--- config.mk ---
export PLATFORM = sky130hd
export DESIGN_NAME = hbi_interp
export DESIGN_NICKNAME = d
export VERILOG_FILES = /design/src/rtl/hbi_pkg.sv /design/src/rtl/hbi_tapline.sv /design/src/rtl/hbi_poly_fir.sv /design/src/rtl/hbi_round_sat.sv /design/src/rtl/hbi_interp.sv
export SDC_FILE = /design/constraint.sdc
export NUM_CORES = 1
export LEC_CHECK = 0
export ABC_AREA = 1
export BUFFER_PORTS_ARGS = -buffer_cell sky130_fd_sc_hd__buf_2
export CORE_ASPECT_RATIO = 1.5
export CORE_MARGIN = 2
export CORE_UTILIZATION = 68
export DETAILED_ROUTE_END_ITERATION = 12
export HOLD_SLACK_MARGIN = 0.12
export PLACE_DENSITY = 0.94
export REMOVE_ABC_BUFFERS = 1
export SLEW_MARGIN = 20
export SYNTH_ARGS = -nofsm -noshare
export SYNTH_HDL_FRONTEND = slang
export SYNTH_SLANG_ARGS = --single-unit
--- constraint.sdc ---
create_clock -name clk -period 15.4 [get_ports clk]
set_clock_uncertainty 0.2 [all_clocks]
set_input_delay 0 -clock clk [delete_from_list [all_inputs] [get_ports clk]]
set_output_delay 0 -clock clk [all_outputs]
set_load 0.02 [all_outputs]
--- src/rtl/hbi_pkg.sv ---
package hbi_pkg;

  // Nonzero coefficients of one polyphase branch
  localparam int HB_PHASE_TAPS = 12;

  // Coefficient for branch tap j; symmetric, so fold onto the lower half
  function automatic int hb_coef(input int j);
    int k;
    k = (j < HB_PHASE_TAPS / 2) ? j : HB_PHASE_TAPS - 1 - j;
    case (k)
      0:       return -2;
      1:       return 17;
      2:       return -75;
      3:       return 238;
      4:       return -660;
      default: return 2530;
    endcase
  endfunction

endpackage

--- src/rtl/hbi_tapline.sv ---
module hbi_tapline #(
  parameter int W     = 12,
  parameter int DEPTH = 12
) (
  input  logic               clk,
  input  logic               rst,
  input  logic               shift_en,
  input  logic [W-1:0]       din,
  output logic [DEPTH*W-1:0] taps_flat
);

  for (genvar g = 0; g < DEPTH; g++) begin : g_stage
    logic [W-1:0] q;
    always_ff @(posedge clk) begin
      if (rst)           q <= '0;
      else if (shift_en) begin
        if (g == 0) q <= din;
        else        q <= taps_flat[(g-1)*W +: W];
      end
    end
    assign taps_flat[g*W +: W] = q;
  end

endmodule

--- src/rtl/hbi_poly_fir.sv ---
module hbi_poly_fir #(
  parameter int W     = 12,
  parameter int TAPS  = 12,
  parameter int ACC_W = 28
) (
  input  logic [TAPS*W-1:0]       taps_flat,
  output logic signed [ACC_W-1:0] acc
);

  localparam int PAIRS = TAPS / 2;

  logic [PAIRS*ACC_W-1:0] prod_flat;

  for (genvar p = 0; p < PAIRS; p++) begin : g_pair
    logic signed [W-1:0]     a;
    logic signed [W-1:0]     b;
    logic signed [W:0]       pre;
    logic signed [ACC_W-1:0] pre_x;
    logic signed [ACC_W-1:0] coef_x;
    assign a      = taps_flat[p*W +: W];
    assign b      = taps_flat[(TAPS-1-p)*W +: W];
    assign pre    = {a[W-1], a} + {b[W-1], b};
    assign pre_x  = ACC_W'(pre);
    assign coef_x = ACC_W'(hbi_pkg::hb_coef(p));
    assign prod_flat[p*ACC_W +: ACC_W] = pre_x * coef_x;
  end

  always_comb begin
    acc = '0;
    for (int p = 0; p < PAIRS; p++) begin
      acc = acc + $signed(prod_flat[p*ACC_W +: ACC_W]);
    end
  end

endmodule

--- src/rtl/hbi_round_sat.sv ---
module hbi_round_sat #(
  parameter int ACC_W = 28,
  parameter int OUT_W = 12,
  parameter int SHIFT = 12
) (
  input  logic signed [ACC_W-1:0] acc,
  output logic signed [OUT_W-1:0] q
);

  localparam logic signed [ACC_W-1:0] HALF = ACC_W'(1) <<< (SHIFT - 1);
  localparam logic signed [ACC_W-1:0] MAXV = ACC_W'((64'sd1 <<< (OUT_W - 1)) - 1);
  localparam logic signed [ACC_W-1:0] MINV = -(ACC_W'(64'sd1 <<< (OUT_W - 1)));

  logic signed [ACC_W-1:0] scaled;

  always_comb begin
    scaled = (acc + HALF) >>> SHIFT;
    if (scaled > MAXV)      q = MAXV[OUT_W-1:0];
    else if (scaled < MINV) q = MINV[OUT_W-1:0];
    else                    q = scaled[OUT_W-1:0];
  end

endmodule

--- src/rtl/hbi_interp.sv ---
module hbi_interp #(
  parameter int DATA_W = 12,
  parameter int ACC_W  = 28,
  parameter int FRAC_W = 12
) (
  input  logic              clk,
  input  logic              rst,
  input  logic              in_en,
  input  logic [DATA_W-1:0] in_data,
  output logic              out_valid,
  output logic [DATA_W-1:0] out_first,
  output logic [DATA_W-1:0] out_second
);

  localparam int TAPS = hbi_pkg::HB_PHASE_TAPS;
  localparam int CTR  = TAPS / 2 - 1;

  logic [TAPS*DATA_W-1:0]  taps_flat;
  logic signed [ACC_W-1:0] fir_acc;
  logic signed [ACC_W-1:0] ctr_acc;
  logic signed [DATA_W-1:0] fir_q;
  logic signed [DATA_W-1:0] ctr_q;
  logic                    taken_d;

  hbi_tapline #(.W(DATA_W), .DEPTH(TAPS)) u_line (
    .clk      (clk),
    .rst      (rst),
    .shift_en (in_en),
    .din      (in_data),
    .taps_flat(taps_flat)
  );

  hbi_poly_fir #(.W(DATA_W), .TAPS(TAPS), .ACC_W(ACC_W)) u_fir (
    .taps_flat(taps_flat),
    .acc      (fir_acc)
  );

  // Centre-tap branch: one tap of weight 2^FRAC_W
  assign ctr_acc = ACC_W'($signed(taps_flat[CTR*DATA_W +: DATA_W])) <<< FRAC_W;

  hbi_round_sat #(.ACC_W(ACC_W), .OUT_W(DATA_W), .SHIFT(FRAC_W)) u_rs_fir (
    .acc(fir_acc),
    .q  (fir_q)
  );

  hbi_round_sat #(.ACC_W(ACC_W), .OUT_W(DATA_W), .SHIFT(FRAC_W)) u_rs_ctr (
    .acc(ctr_acc),
    .q  (ctr_q)
  );

  always_ff @(posedge clk) begin
    if (rst) begin
      taken_d    <= 1'b0;
      out_valid  <= 1'b0;
      out_first  <= '0;
      out_second <= '0;
    end else begin
      taken_d   <= in_en;
      out_valid <= taken_d;
      if (taken_d) begin
        out_first  <= fir_q;
        out_second <= ctr_q;
      end
    end
  end

endmodule

==> metrics.md <==
| Metric | Value |
|---|---|
| Core ar. | `34,400 um2` |
| Crit path arrival time | `11.15 ns` |
| Register bit total from synthesis | `170` |
| Post-Synthesis Cells | `2,916` |
| Setup CP Type | `flip-flop to flip-flop` |
| # resized after CTS | `0` |
| Max-slew violation count | `0` |
| RSZ-0062 raised after global routing | `no` |
| CP peak stage delay | `0.54 ns` |
| DP Worst Slack | `4.42 ns` |
| Vias post-DR | `20,065` |
| Vias in the first global route | `21,366` |
| Fmax | `91.0 MHz` |
| Worst-path fanout max | `11` |
| Final period utilization | `71.4%` |
| WP data required | `15.56 ns` |
| Seq/Total Area, Yosys | `14.3%` |
| PnR worst setup slack | `4.41 ns` |
| Share of layout cells above drive strength 1 | `3.83%` |
| Largest net degree at the start of global routing | `114` |
| Final WL | `66,200 um` |
| Min Tclk post-route | `10.99 ns` |
| GRT overflow | `0` |
| CTS tree | `done` |
| Iter 0 DRT Violations | `1,746` |
| Clock Pin Slew Worst Setup and Hold Paths | `0.07 ns` |
| Maxcap violations | `0` |
| Drt pass-1 iters | `6` |
| Status | `completed` |
| Final Core Density | `72.9%` |
| Port Buffers | `39` |
| DR DRC count | `0` |
| Post-Syn Area | `23,800 um2` |
| # clock sinks | `170` |
| Crit end category | `flip-flop` |
| GR Util All Layers | `38.0%` |
| Synth cell types | `44` |
| Insertion delay to the later sink of the worst-skew pair | `0.49 ns` |
| Commonest non-fill, non-tap cell in the layout | `inv_1` |
| Layout area overhead | `5.54%` |
| DP HPWL | `52,000 um` |
| Vert. Die Dim | `233 um` |
| # rows | `83` |
| Slew @ Worst Pin | `1.15 ns` |
| Vias/cell | `5.87` |
| DRT antenna net count | `0` |
| Worst Hold Slack | `0.133 ns` |
| Slew HR | `23.5%` |
| DR WL/cell | `19.4 um` |
| Hold Fails Final Rpt | `0` |
| YS warnings | `0` |
| Most frequent cells in the layout | `652 x inv_1, 425 x ha_1, 304 x nor2_1, 265 x fa_1, 237 x nand2_1` |
| Nets | `3,643` |
| Total CTS buffers | `17` |
| Setup_tns | `0 ns` |
| First-pass GRT wire length | `106,000 um` |
| Chip width | `157 um` |
| Crit path max-delay cell type | `fa_1` |
| Initial antenna violation count | `1` |
| GP Congestion | `1.05` |
| Avg Cell Area, Syn | `8.15 um2` |
| Root buf cell | `clkbuf_16` |
| Number of H-tree levels | `4` |
| Die area | `36,500 um2` |
| Initial core utilization | `69.1%` |
| Tightest Hold Check Type | `input pin to flip-flop` |
| Setup-failing EPs final | `0` |
| CTS Buffer Depth | `2` |
| Critical Path Start Type | `flip-flop` |
| Num ports | `40` |
==> final timing paths <==
kind                                                to  slack (ns)  cells past startpoint                                  from
setup / recovery             out_first[0]$_SDFFE_PP0P_        4.41                     50   u_line.g_stage[5].q[2]$_SDFFE_PP0P_
hold / removal     u_line.g_stage[0].q[0]$_SDFFE_PP0P_        0.13                      4                            in_data[0]
setup reg to reg             out_first[0]$_SDFFE_PP0P_        4.41                     50   u_line.g_stage[5].q[2]$_SDFFE_PP0P_
hold reg to reg   u_line.g_stage[11].q[9]$_SDFFE_PP0P_        0.27                      2  u_line.g_stage[11].q[9]$_SDFFE_PP0P_
==> timing repair <==
action | 4_1_cts | 5_1_grt
hold buffers | 16 | 0
buffers inserted | 0 | 0
hold endpoints to repair | 79 | 0
==> routing by layer <==
metal	GRT usage [%]	routed length (um)
met5	0	0
met2	65.7	32800
met3	8.20	4540
met1	40.0	23000
met4	28.9	5810
==> kinds of logic (layout without fill, tap and decap cells) <==
kind of cell | after synthesis | after routing | synth area share, %
other cells | 0 | 1 | 0
xor+xnor | 176 | 176 | 6.52
compound gates | 500 | 500 | 11.6
buf+inv | 715 | 750 | 11.4
flops | 170 | 170 | 14.3
fa+ha+maj | 690 | 690 | 44.7
simple gates | 665 | 665 | 11.5
==> Yosys cell counts, drive strengths merged <==
cell type	number	share of area, %
inv	658	10
ha	425	22
nor2	304	4.8
fa	265	22
nand2	244	3.9
o21ai	210	4.4
a21oi	208	4.5
dfxtp	170	14
xor2	118	4.4
nand3	69	1.5
xnor2	58	2.1
clkbuf	51	0.81
o21bai	28	0.88
a21o	23	0.73
nor3	19	0.40
nand4	13	0.37
a31oi	7	0.18
or2	7	0.18
a211oi	5	0.16
buf	5	0.15
o211ai	5	0.16
a21boi	4	0.13
and2	4	0.11
nand3b	3	0.095
o221ai	3	0.11
o21a	2	0.063
o31ai	2	0.063
a31o	1	0.037
clkinv	1	0.016
nor3b	1	0.032
nor4	1	0.053
o2111ai	1	0.037
o211a	1	0.042
==> flip-flops by register name, summed over array words and instances (netlist names) <==
signal and cells:
out_valid 1, taken_d 1, out_second 12, u_line.g_stage.q 144, out_first 12
==> stage by stage <==
step	instances	cell area [um2]
finish	3419	25100
global route	3418	25100
CTS	3418	25100
detailed placement	3370	24300
global placement	3370	24300
floorplan	2860	23500
==> area by class of cell <==
type	count	area, um2
Antenna cell	1	2.50
Clock buffer	18	429
Clock inverter	14	133
Sequential cell	170	3400
Multi-Input combinational cell	2031	17600
Inverter	659	2480
Tap cell	467	584
Timing Repair Buffer	59	388
Fill cell	2522	9310
==> critical path, delay by kind of cell, from the launching register on <==
family	cells	cell delay [ns]
fa+ha+maj	12	5.13
compound gates	15	2.57
simple gates	15	1.59
buf+inv	6	0.66
xor+xnor	2	0.40
flops	1	0.34
Power is not shown: default switching activity piles up to over one toggle a cycle in this logic, so the estimate is an artifact.
